File: src/rtl/cla4_pkg.sv
package cla4_pkg;
  localparam int unsigned SLICE_W = 4;
  typedef logic [SLICE_W-1:0] slice_t;
endpackage

File: src/rtl/cla4_bit_pg.sv
module cla4_bit_pg
  import cla4_pkg::*;
(
  input  slice_t a_i,
  input  slice_t b_i,
  output slice_t g_o,
  output slice_t p_o,
  output slice_t h_o
);
  for (genvar i = 0; i < SLICE_W; i++) begin : g_bit
    assign g_o[i] = a_i[i] & b_i[i];
    assign p_o[i] = a_i[i] | b_i[i];
    // half-sum kept apart: an OR propagate cannot form the sum
    assign h_o[i] = a_i[i] ^ b_i[i];
  end
endmodule

File: src/rtl/cla4_carry.sv
module cla4_carry
  import cla4_pkg::*;
(
  input  slice_t            g_i,
  input  slice_t            p_i,
  input  logic              c_i,
  output logic [SLICE_W:0]  c_o,
  output logic              grp_g_o,
  output logic              grp_p_o
);
  // flat two-level equations, fan-in <= 5
  assign c_o[0] = c_i;
  assign c_o[1] = g_i[0] | (p_i[0] & c_i);
  assign c_o[2] = g_i[1] | (p_i[1] & g_i[0]) | (p_i[1] & p_i[0] & c_i);
  assign c_o[3] = g_i[2] | (p_i[2] & g_i[1]) | (p_i[2] & p_i[1] & g_i[0])
                | (p_i[2] & p_i[1] & p_i[0] & c_i);
  assign c_o[4] = g_i[3] | (p_i[3] & g_i[2]) | (p_i[3] & p_i[2] & g_i[1])
                | (p_i[3] & p_i[2] & p_i[1] & g_i[0])
                | (p_i[3] & p_i[2] & p_i[1] & p_i[0] & c_i);

  assign grp_p_o = p_i[3] & p_i[2] & p_i[1] & p_i[0];
  assign grp_g_o = g_i[3] | (p_i[3] & g_i[2]) | (p_i[3] & p_i[2] & g_i[1])
                 | (p_i[3] & p_i[2] & p_i[1] & g_i[0]);
endmodule

File: src/rtl/cla4_sum.sv
module cla4_sum
  import cla4_pkg::*;
(
  input  slice_t           h_i,
  input  logic [SLICE_W:0] c_i,
  output slice_t           sum_o
);
  for (genvar i = 0; i < SLICE_W; i++) begin : g_sum
    assign sum_o[i] = h_i[i] ^ c_i[i];
  end
endmodule

File: src/rtl/cla4_slice.sv
module cla4_slice
  import cla4_pkg::*;
(
  input  logic [3:0] a_i,
  input  logic [3:0] b_i,
  input  logic       c_i,
  output logic [3:0] sum_o,
  output logic       c_o,
  output logic       grp_g_o,
  output logic       grp_p_o
);
  slice_t           g, p, h;
  logic [SLICE_W:0] cy;

  cla4_bit_pg u_pg (
    .a_i (a_i),
    .b_i (b_i),
    .g_o (g),
    .p_o (p),
    .h_o (h)
  );

  cla4_carry u_carry (
    .g_i     (g),
    .p_i     (p),
    .c_i     (c_i),
    .c_o     (cy),
    .grp_g_o (grp_g_o),
    .grp_p_o (grp_p_o)
  );

  cla4_sum u_sum (
    .h_i   (h),
    .c_i   (cy),
    .sum_o (sum_o)
  );

  assign c_o = cy[SLICE_W];
endmodule

File: config.mk
export PLATFORM = sky130hd
export DESIGN_NAME = cla4_slice
export DESIGN_NICKNAME = d
export VERILOG_FILES = /design/src/rtl/cla4_pkg.sv /design/src/rtl/cla4_bit_pg.sv /design/src/rtl/cla4_carry.sv /design/src/rtl/cla4_sum.sv /design/src/rtl/cla4_slice.sv
export SDC_FILE = /design/constraint.sdc
export NUM_CORES = 1
export LEC_CHECK = 0
export ABC_AREA = 1
export ABC_CLOCK_PERIOD_IN_PS = 1700
export BUFFER_PORTS_ARGS = -buffer_cell sky130_fd_sc_hd__buf_2
export CAP_MARGIN = 40
export CORE_AREA = 3 3 40 42
export DETAILED_ROUTE_END_ITERATION = 10
export DIE_AREA = 0 0 43 45
export PLACE_DENSITY = 0.56
export SYNTH_ARGS = -nofsm -noshare
export SYNTH_HDL_FRONTEND = slang
export SYNTH_HIERARCHICAL = 1
export SYNTH_SLANG_ARGS = --single-unit
export TNS_END_PERCENT = 100
File: constraint.sdc
create_clock -name vclk -period 1.7
set_clock_uncertainty 0.05 [all_clocks]
set_input_delay 0.085 -clock vclk [all_inputs]
set_output_delay 0.085 -clock vclk [all_outputs]
set_load 0.1 [all_outputs]
==> impl_metrics.csv <==
group,metric,value,unit
pwr,vdd.ir_drop.worst,0.203,mV
final_layout,area.sequential,0,um2
die,pin_count,16,
yosys,synthTopCellsByArea,"ha_1 (29%), nand2_1 (29%), inv_1 (28%), nor2_1 (4.4%), buf_4 (2.2%)",
timing,period_minus_slack,1.38,ns
timing,finalSetupViolations,0,
final_layout,syn_to_final_growth,39.0,%
drt,routedWlPerCell,6.47,um
grt,grt_pass1_wl,1.16,mm
placement,place_congestion,0.712,
drt,num_vias,378,
clocking,cts_hold_buf,0,
worst_setup_path,slowest_delay,0.41,ns
final_layout,drive_gt1_share,22.9,%
die,coreArea,1280,um2
timing,final_max_slew_viol_count,0,
yosys,yosys.area_share.simple,40.8,%
grt,grt_overflow,0,
yosys,syn_area_per_cell,5.00,um2
pwr,leakage,0.355,nW
grt,grt_max_degree,5,
drt,drcViolationCount,0,
timing,rsz0062_at_grt,"false",
worst_setup_path,arrival,1.24,ns
timing,fin_crit_sh,80.9,%
yosys,synth_top_area_cell,"ha_1",
drt,viasPerCell,3.86,
clocking,cts_setup_buffers,0,
job,maxCapViolCount,0,
die,dieArea,1940,um2
final_layout,nClkBuffers,0,
drt,firstDrtPassIters,3,
placement,dpl_cell_area,473,um2
yosys,synth-xor-area-share,0,%
drt,drt_first_iter_violations,5,
worst_setup_path,start_kind,"primary input",
grt,track_usage,7.21,%
worst_setup_path,endpoint_kind,"output pin",
die,placementRows,13,
clocking,cts_resized,0,
final_layout,nNetsFinal,102,
worst_setup_path,critical_path_class,"primary input to output pin",
min_path,min_path_cells,4,
timing,hold_viol_final,0,
worst_setup_path,crit_path_top_delay_cell,"buf_2",
yosys,synth_compound_area_share,0,%
timing,clock.fmax,0.727,GHz
yosys,synth_cell_types,9,
die,die_y,45,um
yosys,synth_area,340,um2
timing,setup_tns,0,ns
yosys,syn_inst,68,
placement,dp_hpwl,603,um
worst_setup_path,crit_fanout,4,
timing,max_slew_margin,67.7,%
final_layout,diodes,0,
yosys,synth_fp_nets,85,
yosys,yosys_warnings,6,
outcome,status,"completed",
drt,antenna_left,0,
final_layout,multi_input_area,250,um2
pwr,power_density,622,nW/um2
die,die_w,43,um
min_path,hold_class,"primary input to output pin",
yosys,yosysTopAreaCellShare,29.4,%
final_layout,seq_cell_count,0,
yosys,ys_seq_area_share,0,%
timing,tightest_slew,0.488,ns
grt,first_global_vias,315,
worst_setup_path,crit_required,1.56,ns
yosys,synthAdderAreaFrac,29.4,%
min_path,min_from,"c_i",
placement,port-buffer-count,16,
yosys,synth_top_family_by_area,"simple AND/OR/NAND/NOR gates",
final_layout,design_area,473,um2
die,start_util,26.5,%
worst_setup_path,crit_path_cell_trace,"buf_2, inv_1, ha_1, inv_1, nand2_2, nor2_2, nand2_1, nand2_1, buf_2",
final_layout,fillCellCount,165,
yosys,muxShareOfSynthArea,0,%
min_path,hold_end,"sum_o[0]",
grt,antenna_found_initial,0,
drt,wl,634,um
per-layer routing:
metal  wire length, um  GRT usage (%)
met5                 0              0
met4                 0              0
met3                31              0
met2               332           15.0
met1               270           8.81
power breakdown:
group	leakage [nW]	switching [W]	internal (W)	total, W
registers	0	0	0	0
logic	0.355	0.000219	0.0000746	0.000294
clock network	0	0	0	0
cell families (layout without fill, tap and decap cells):
group	after synthesis	after routing
buffers and inverters	26	41
adders and majority gates	8	8
and+or+nand+nor	34	34
metrics by stage:
step	std cells	utilization [%]	hold slack (ns)	worst slack (ns)	power, W
floorplan	68	-	0.569	0.214	0.000227
global placement	98	36.8	0.625	0.336	0.000293
detailed placement	98	36.8	0.632	0.329	0.000296
CTS	98	36.8	0.630	0.317	0.000297
global route	98	36.8	0.666	0.240	0.000315
finish	98	36.8	0.627	0.325	0.000294
worst max-delay path by stage:
| stage | start | endpoint |
|---|---|---|
| 3_5_place_dp | a_i[2] | grp_g_o |
| 5_1_grt | a_i[2] | c_o |
| 2_1_floorplan | a_i[2] | sum_o[3] |
| 4_1_cts | a_i[2] | grp_g_o |
| 3_3_place_gp | a_i[2] | c_o |
| 6_report | a_i[2] | grp_g_o |
worst max-delay path: cells and delay by family:
| family | cells | cell delay (ns) |
|---|---|---|
| adders and majority gates | 1 | 0.18 |
| buffers and inverters | 4 | 0.65 |
| and+or+nand+nor | 4 | 0.31 |
layout by cell type, fill, tap and decap left out:
| master | netlist | layout |
|---|---|---|
| buf_12 | 0 | 2 |
| buf_2 | 0 | 14 |
| ha_1 | 8 | 8 |
| inv_1 | 25 | 25 |
| nand2_1 | 26 | 26 |
| nand2_2 | 1 | 1 |
| nand4_1 | 1 | 1 |
| nor2_1 | 4 | 4 |
| nor2_2 | 1 | 1 |
| nor3b_4 | 0 | 1 |
cell usage after synthesis, drive strengths merged:
cell type / n
buf: 1
ha: 8
inv: 25
nand2: 27
nand4: 1
nor2: 5
nor3b: 1
cell type report:
| class | instances | area share, % |
|---|---|---|
| inverter | 25 | 19.8 |
| multi-input combinational | 42 | 52.9 |
| tap | 15 | 3.97 |
| timing repair buffer | 16 | 23.3 |
No activity file was read; power rests on OpenSTA's default activity.
